==> src/rtl/nrx_pkg.sv <==
package nrx_pkg;

  typedef enum logic [2:0] {
    S_IDLE, S_CHECK, S_WLO, S_WHI, S_HOLD, S_FIN, S_DONE
  } nrx_state_t;

  // status lines -> nibble: err, sel, paper straight; busy register bit inverted
  function automatic logic [3:0] nib_from_status(input logic err, input logic sel,
                                                 input logic paper, input logic busy_reg);
    return {~busy_reg, paper, sel, err};
  endfunction

  // first-received nibble occupies the low half
  function automatic logic [7:0] byte_join(input logic [3:0] first, input logic [3:0] second);
    return {second, first};
  endfunction

endpackage

==> src/rtl/nrx_sync.sv <==
module nrx_sync #(
  parameter int W = 5,
  parameter logic [W-1:0] RST_VAL = '0
) (
  input  logic         clk,
  input  logic         rst_n,
  input  logic [W-1:0] d,
  output logic [W-1:0] q
);
  logic [W-1:0] meta;

  always_ff @(posedge clk or negedge rst_n) begin
    if (!rst_n) begin
      meta <= RST_VAL;
      q    <= RST_VAL;
    end else begin
      meta <= d;
      q    <= meta;
    end
  end
endmodule

==> src/rtl/nrx_wait_timer.sv <==
module nrx_wait_timer #(
  parameter int W = 16
) (
  input  logic         clk,
  input  logic         rst_n,
  input  logic         clr,
  input  logic         run,
  input  logic [W-1:0] limit,
  output logic         expired
);
  logic [W-1:0] cnt;

  assign expired = (cnt == limit);

  always_ff @(posedge clk or negedge rst_n) begin
    if (!rst_n)                cnt <= '0;
    else if (clr)              cnt <= '0;
    else if (run && !expired)  cnt <= cnt + 1'b1;
  end
endmodule

==> src/rtl/nibble_rev_rx.sv <==
module nibble_rev_rx
  import nrx_pkg::*;
#(
  parameter int CNT_W = 8,
  parameter int TMO_W = 16
) (
  input  logic             clk,
  input  logic             rst_n,
  input  logic             start,
  input  logic [CNT_W-1:0] byte_count,
  input  logic [TMO_W-1:0] timeout_cycles,
  input  logic             st_err,
  input  logic             st_sel,
  input  logic             st_paper,
  input  logic             st_ack,
  input  logic             st_busy,
  output logic             host_ack_n,
  output logic             out_valid,
  input  logic             out_ready,
  output logic [7:0]       out_data,
  output logic             busy,
  output logic             done,
  output logic [CNT_W-1:0] rx_count,
  output logic             flag_timeout,
  output logic             flag_nodata,
  output logic             tail_avail
);
  localparam int NST = 5;
  localparam logic [NST-1:0] ST_RST = 5'b00010; // ack line idles high

  logic [NST-1:0] st_raw, st_s;
  logic err_s, sel_s, paper_s, ack_s, busy_s;

  assign st_raw = {st_err, st_sel, st_paper, st_ack, st_busy};
  assign {err_s, sel_s, paper_s, ack_s, busy_s} = st_s;

  nrx_sync #(.W(NST), .RST_VAL(ST_RST)) u_sync (
    .clk(clk), .rst_n(rst_n), .d(st_raw), .q(st_s)
  );

  nrx_state_t       st;
  logic [CNT_W-1:0] tgt, rcvd;
  logic [3:0]       lo_nib, cur_nib;
  logic             half, hack_q, ov_q, done_q, tmo_q, nodata_q, tail_q;
  logic [7:0]       od_q;

  // named events for the checks
  logic ev_ack_lo, ev_ack_hi, ev_nib_take, ev_byte_push, ev_accept, tmr_exp, waiting;

  assign waiting      = (st == S_WLO) || (st == S_WHI);
  assign ev_ack_lo    = (st == S_WLO) && !ack_s;
  assign ev_ack_hi    = (st == S_WHI) && ack_s;
  assign ev_nib_take  = ev_ack_lo;
  assign ev_byte_push = ev_ack_hi && half;
  assign ev_accept    = ov_q && out_ready;

  nrx_wait_timer #(.W(TMO_W)) u_tmr (
    .clk(clk), .rst_n(rst_n),
    .clr(!waiting || ev_ack_lo || ev_ack_hi),
    .run(waiting), .limit(timeout_cycles), .expired(tmr_exp)
  );

  always_ff @(posedge clk or negedge rst_n) begin
    if (!rst_n) begin
      st       <= S_IDLE;
      tgt      <= '0;
      rcvd     <= '0;
      lo_nib   <= '0;
      cur_nib  <= '0;
      half     <= 1'b0;
      hack_q   <= 1'b1;
      ov_q     <= 1'b0;
      od_q     <= '0;
      done_q   <= 1'b0;
      tmo_q    <= 1'b0;
      nodata_q <= 1'b0;
      tail_q   <= 1'b0;
    end else begin
      done_q <= 1'b0;
      if (ev_accept) ov_q <= 1'b0;
      unique case (st)
        S_IDLE: if (start) begin
          tgt      <= byte_count;
          rcvd     <= '0;
          half     <= 1'b0;
          tmo_q    <= 1'b0;
          nodata_q <= 1'b0;
          tail_q   <= 1'b0;
          st       <= S_CHECK;
        end
        S_CHECK: begin
          if (tgt == '0) st <= S_FIN;
          else if (err_s) begin       // nothing to send: park at reverse idle
            nodata_q <= 1'b1;
            hack_q   <= 1'b0;
            st       <= S_DONE;
          end else begin
            hack_q <= 1'b0;
            st     <= S_WLO;
          end
        end
        S_WLO: begin
          if (ev_ack_lo) begin
            cur_nib <= nib_from_status(err_s, sel_s, paper_s, busy_s);
            hack_q  <= 1'b1;
            st      <= S_WHI;
          end else if (tmr_exp) begin
            hack_q <= 1'b1;
            tmo_q  <= 1'b1;
            st     <= S_DONE;
          end
        end
        S_WHI: begin
          if (ev_ack_hi) begin
            if (!half) begin
              lo_nib <= cur_nib;
              half   <= 1'b1;
              hack_q <= 1'b0;
              st     <= S_WLO;
            end else begin
              od_q <= byte_join(lo_nib, cur_nib);
              ov_q <= 1'b1;
              rcvd <= rcvd + 1'b1;
              half <= 1'b0;
              st   <= S_HOLD;
            end
          end else if (tmr_exp) begin
            tmo_q <= 1'b1;
            st    <= S_DONE;
          end
        end
        S_HOLD: if (ev_accept) begin
          if (rcvd == tgt) st <= S_FIN;
          else begin
            hack_q <= 1'b0;
            st     <= S_WLO;
          end
        end
        S_FIN: begin
          tail_q <= !err_s;
          st     <= S_DONE;
        end
        S_DONE: begin
          done_q <= 1'b1;
          st     <= S_IDLE;
        end
        default: st <= S_IDLE;
      endcase
    end
  end

  assign host_ack_n   = hack_q;
  assign out_valid    = ov_q;
  assign out_data     = od_q;
  assign busy         = (st != S_IDLE);
  assign done         = done_q;
  assign rx_count     = rcvd;
  assign flag_timeout = tmo_q;
  assign flag_nodata  = nodata_q;
  assign tail_avail   = tail_q;

  AST_TAKE_WHILE_ASSERTED: assert property (@(posedge clk) disable iff (!rst_n)
    ev_nib_take |-> !host_ack_n);
  AST_PUSH_AFTER_RELEASE: assert property (@(posedge clk) disable iff (!rst_n)
    ev_byte_push |-> host_ack_n && ack_s);
  AST_NODATA_ZERO: assert property (@(posedge clk) disable iff (!rst_n)
    (done && flag_nodata) |-> (rx_count == '0) && !host_ack_n);
  AST_TMO_RELEASED: assert property (@(posedge clk) disable iff (!rst_n)
    (done && flag_timeout) |-> host_ack_n);
  AST_STALL_NO_HANDSHAKE: assert property (@(posedge clk) disable iff (!rst_n)
    (out_valid && !out_ready) |-> host_ack_n);
  AST_STALL_HOLD_DATA: assert property (@(posedge clk) disable iff (!rst_n)
    (out_valid && !out_ready) |=> out_valid && $stable(out_data));
  AST_DONE_PULSE: assert property (@(posedge clk) disable iff (!rst_n)
    done |=> !done);
  AST_COUNT_BOUND: assert property (@(posedge clk) disable iff (!rst_n)
    done |-> rx_count <= tgt);
  AST_START_IGNORED: assert property (@(posedge clk) disable iff (!rst_n)
    (busy && start && st != S_DONE) |=> $stable(tgt));

endmodule

==> config.mk <==
export PLATFORM = sky130hd
export DESIGN_NAME = nibble_rev_rx
export DESIGN_NICKNAME = d
export VERILOG_FILES = /design/src/rtl/nrx_pkg.sv /design/src/rtl/nrx_sync.sv /design/src/rtl/nrx_wait_timer.sv /design/src/rtl/nibble_rev_rx.sv
export SDC_FILE = /design/constraint.sdc
export NUM_CORES = 1
export LEC_CHECK = 0
export BUFFER_PORTS_ARGS = -buffer_cell sky130_fd_sc_hd__buf_4
export CORE_MARGIN = 2
export CORE_UTILIZATION = 34
export CTS_BUF_LIST = sky130_fd_sc_hd__clkbuf_8
export CTS_CLUSTER_SIZE = 8
export DETAILED_ROUTE_END_ITERATION = 10
export GPL_TIMING_DRIVEN = 0
export REMOVE_ABC_BUFFERS = 1
export SYNTH_ARGS = -nofsm -noshare
export SYNTH_HDL_FRONTEND = slang
export SYNTH_SLANG_ARGS = --single-unit
==> constraint.sdc <==
create_clock -name clk -period 2.5 [get_ports clk]
set_input_delay 0.5 -clock clk [delete_from_list [all_inputs] [get_ports clk]]
set_output_delay 0.5 -clock clk [all_outputs]
set_load 0.01 [all_outputs]
==> results.md <==
* Status: complete, no violations
* Setup_tns at 0 ns
* HPWL after detailed placement at 5050 um
* Synthesized flop and latch total at 68
* Avg Vias per Cell at a little over 5
* Starting DRT DRC Count at a little under 100
* Lkg Pwr at roughly 1.8 nW
* Synthesized area per cell at 10.4 sq um
* Die area at around 0.011 sq mm
* Gate Count Post-Synth at between 300 and 400
* Final-report setup violation count at 0
* Delay-heaviest family, CP: simple AND/OR/NAND/NOR gates
* Final net count at 408
* Clock tree buffer depth at 2
* WL per Instance at 14.3 um
* FP Rows at 36
* Slowest CP cell: dfrtp_1
* Worst setup SP type: flop
* Top post-synthesis cells by area: dfrtp_1 48%, xor2_1 7.6%, mux2_2 6.7%
* Post-synthesis simple-gate area fraction at a little under a fifth
* Synth Area in Compound Gates at approximately 10%
* Clock skew at about 0.014 ns
* Synthesized cell area at between 0.003 and 0.004 sq mm
* Setup CP Type: flop to flop
* Largest family of logic cells by synthesized area: simple AND/OR/NAND/NOR gates
* Fin. Hold Viols at 0
* Number of synthesized flops with an enable pin at 0
* Fraction of registers with async set or reset after synthesis at 100%
* Die width at between 100 and 150 um
* Core area at around 0.0097 sq mm
* Power Density at 936 mW/mm^2
* Initial antenna violation count at 0
* Crit path cell chain: nand2b_2 > nor2_2 > mux2_2
* Vias in the first global route at between 2k and 2.5k
* Sequential cell area fraction in the yosys report at about half
* TritonCTS clock tree: done
* Slew HR at between 40% and 50%
* Critical Path Fanout Max at 36
* Vias at about 2.6k
* H-tree levels at 3
* Post-Synth Adder-Cell Area at 0.745%
* Final wirelength at 7320 um
* Critical Path AT at about 2.6 ns
* TritonCTS Buffers at 9
* Placer Congestion at slightly below 0.8
* Worst Max-Slew Pin Slew at between 0.8 and 0.9 ns
* Worst Path Required at around 2.7 ns
* Gr ovfl total at 0
* Share of cells above drive strength 1 at a little over a quarter
* IO Pins at 56
* Post-synth top area cell: dfrtp_1
* Post-synth top area share at 48.4%
* Max incr delay on CP at 0.69 ns
* Synth unique cells at 44
* Max Cap Viol at 0
* Area growth syn-to-layout at 20.5%
* Synth warn at 0
* Worst ir drop on vdd at approximately 0.00039 V
* Post-Synth XOR/XNOR Area at between 8 and 9%
* Bufs and invs on worst path at 0
* Post-Place Setup Slack at -0.514 ns
* Fin crit share at between 90% and 100%
* Multiplexer area fraction after synthesis at roughly 8.2%
* Ys flop type: dfrtp_1
* First-pass GRT wire length at roughly 12000 um
* Ant. Diodes at 0
* Final min period at approximately 2.4 ns
* Clock Root Buffer: clkbuf_8
* Final setup margin at about 0.11 ns
* Die Span Y at 103 um
* I/O Buffers at 55
* Post-route DRC at 0
* Starting Density at between 30% and 40%
* DRT Pass-1 Iters at 5
* DRT antenna net count at 0
* Clock latency on the worst-skew pair at 0.34 ns
* Slew Limit Fails at 0
* Largest net degree at the start of global routing at 69
* Worst min path class: primary input to async pin
* Max Freq at 418 MHz
* GR Util All Layers at between 10% and 20%
* RSZ-0062 raised after global routing: yes
* Clk slew on worst S/H paths at around 0.080 ns
* Worst setup EP type: flop
* Clk sinks at slightly below 70
[layout make-up]
type	count	area, sq um
fillers	971	5640
repair buffers	55	413
inverters	9	33.8
clock inverters	7	73.8
well taps	133	166
clock buffers	9	124
multi-input cells	230	1530
flip-flops and latches	68	1710
[per-layer routing]
layer	track usage [%]	share of wire (%)
met3	4.03	5.3
met5	0	0
met2	22.8	47
met4	3.64	0.51
met1	20.8	47
[cells by family (layout without fill, tap and decap cells)]
| kind of cell | after synthesis | after routing |
|---|---|---|
| and+or+nand+nor | 117 | 117 |
| adders and majority gates | 2 | 2 |
| DFF | 68 | 68 |
| muxes | 25 | 25 |
| xor gates and xnor gates | 31 | 31 |
| buffers and inverters | 24 | 80 |
| AOI/OAI and AO/OA | 55 | 55 |
[report_power, final]
part           internal [mW]  total (mW)  switching, mW
Sequential              1.36        1.68          0.321
Combinational          0.548        1.20          0.650
Clock                  0.466       0.908          0.442
[path summary, 6_finish.rpt]
path,startpoint,end,slack (ns),cells past startpoint
worst min-delay path,rst_n,u_tmr.cnt[8]$_DFFE_PN0P_,0.26,1
worst max register to register,st[1]$_DFFE_PN0P_,out_data[5]$_DFFE_PN0P_,0.11,3
worst min register to register,u_sync.meta[0]$_DFF_PN0_,u_sync.q[0]$_DFF_PN0_,0.35,0
worst max-delay path,st[1]$_DFFE_PN0P_,out_data[5]$_DFFE_PN0P_,0.11,3
min in group clk,st_busy,u_sync.meta[0]$_DFF_PN0_,0.26,1
max in group asynchronous,rst_n,out_data[1]$_DFFE_PN0P_,1.67,1
[flip-flops by register name, indices dropped and copies added (netlist names), 4 cells and up]
register and cells:
u_tmr.cnt 16, out_data 8, u_sync.meta 5, rx_count 8, cur_nib 4, lo_nib 4
u_sync.q 5, tgt 8
[cells in the mapped netlist, drive strengths merged, types with 2 or more instances]
cell	n
inv	9
a31oi	4
dfstp	3
and4	2
mux2	20
or3	4
nand2	26
dfrtp	65
ha	2
a21oi	23
o31ai	9
buf	9
xnor2	2
nand4	6
o22ai	2
nor2	20
nand3	20
or4	12
clkbuf	6
and3	3
xor2	29
o21ai	9
nor3	12
nor4	7
or2	2
mux2i	5
[stage by stage]
stage          hold slack [ns]  power (mW)  area, sq um  util (%)  cells
2_1_floorplan            0.204        2.41         3260         -    307
3_3_place_gp             0.334        2.85         3840      39.6    495
3_5_place_dp             0.337        2.91         3840      39.6    495
4_1_cts                  0.238        3.84         4050      41.8    511
5_1_grt                  0.231        4.07         4050      41.8    511
6_report                 0.262        3.78         4050      41.8    511
[cell usage in the layout, fill, tap and decap left out, drive strengths merged, types with 2 or more instances in the layout]
cell type,Yosys,final
clkbuf,6,9
ha,2,2
and4,2,2
mux2,20,20
nand2,26,26
a31oi,4,4
inv,9,11
dfrtp,65,65
dfstp,3,3
a21oi,23,23
or2,2,2
clkinv,0,3
or4,12,12
or3,4,4
nor3,12,12
o22ai,2,2
and3,3,3
o31ai,9,9
nand4,6,6
o21ai,9,9
nand3,20,20
nor4,7,7
nor2,20,20
buf,9,55
mux2i,5,5
xnor2,2,2
xor2,29,29
[repair_timing]
action	CTS	global route
hold buffers	0	0
buffers inserted	0	0
endpoints found under the setup margin	25	4
resized for setup	4	0
Power figures use the tool's default switching activity.
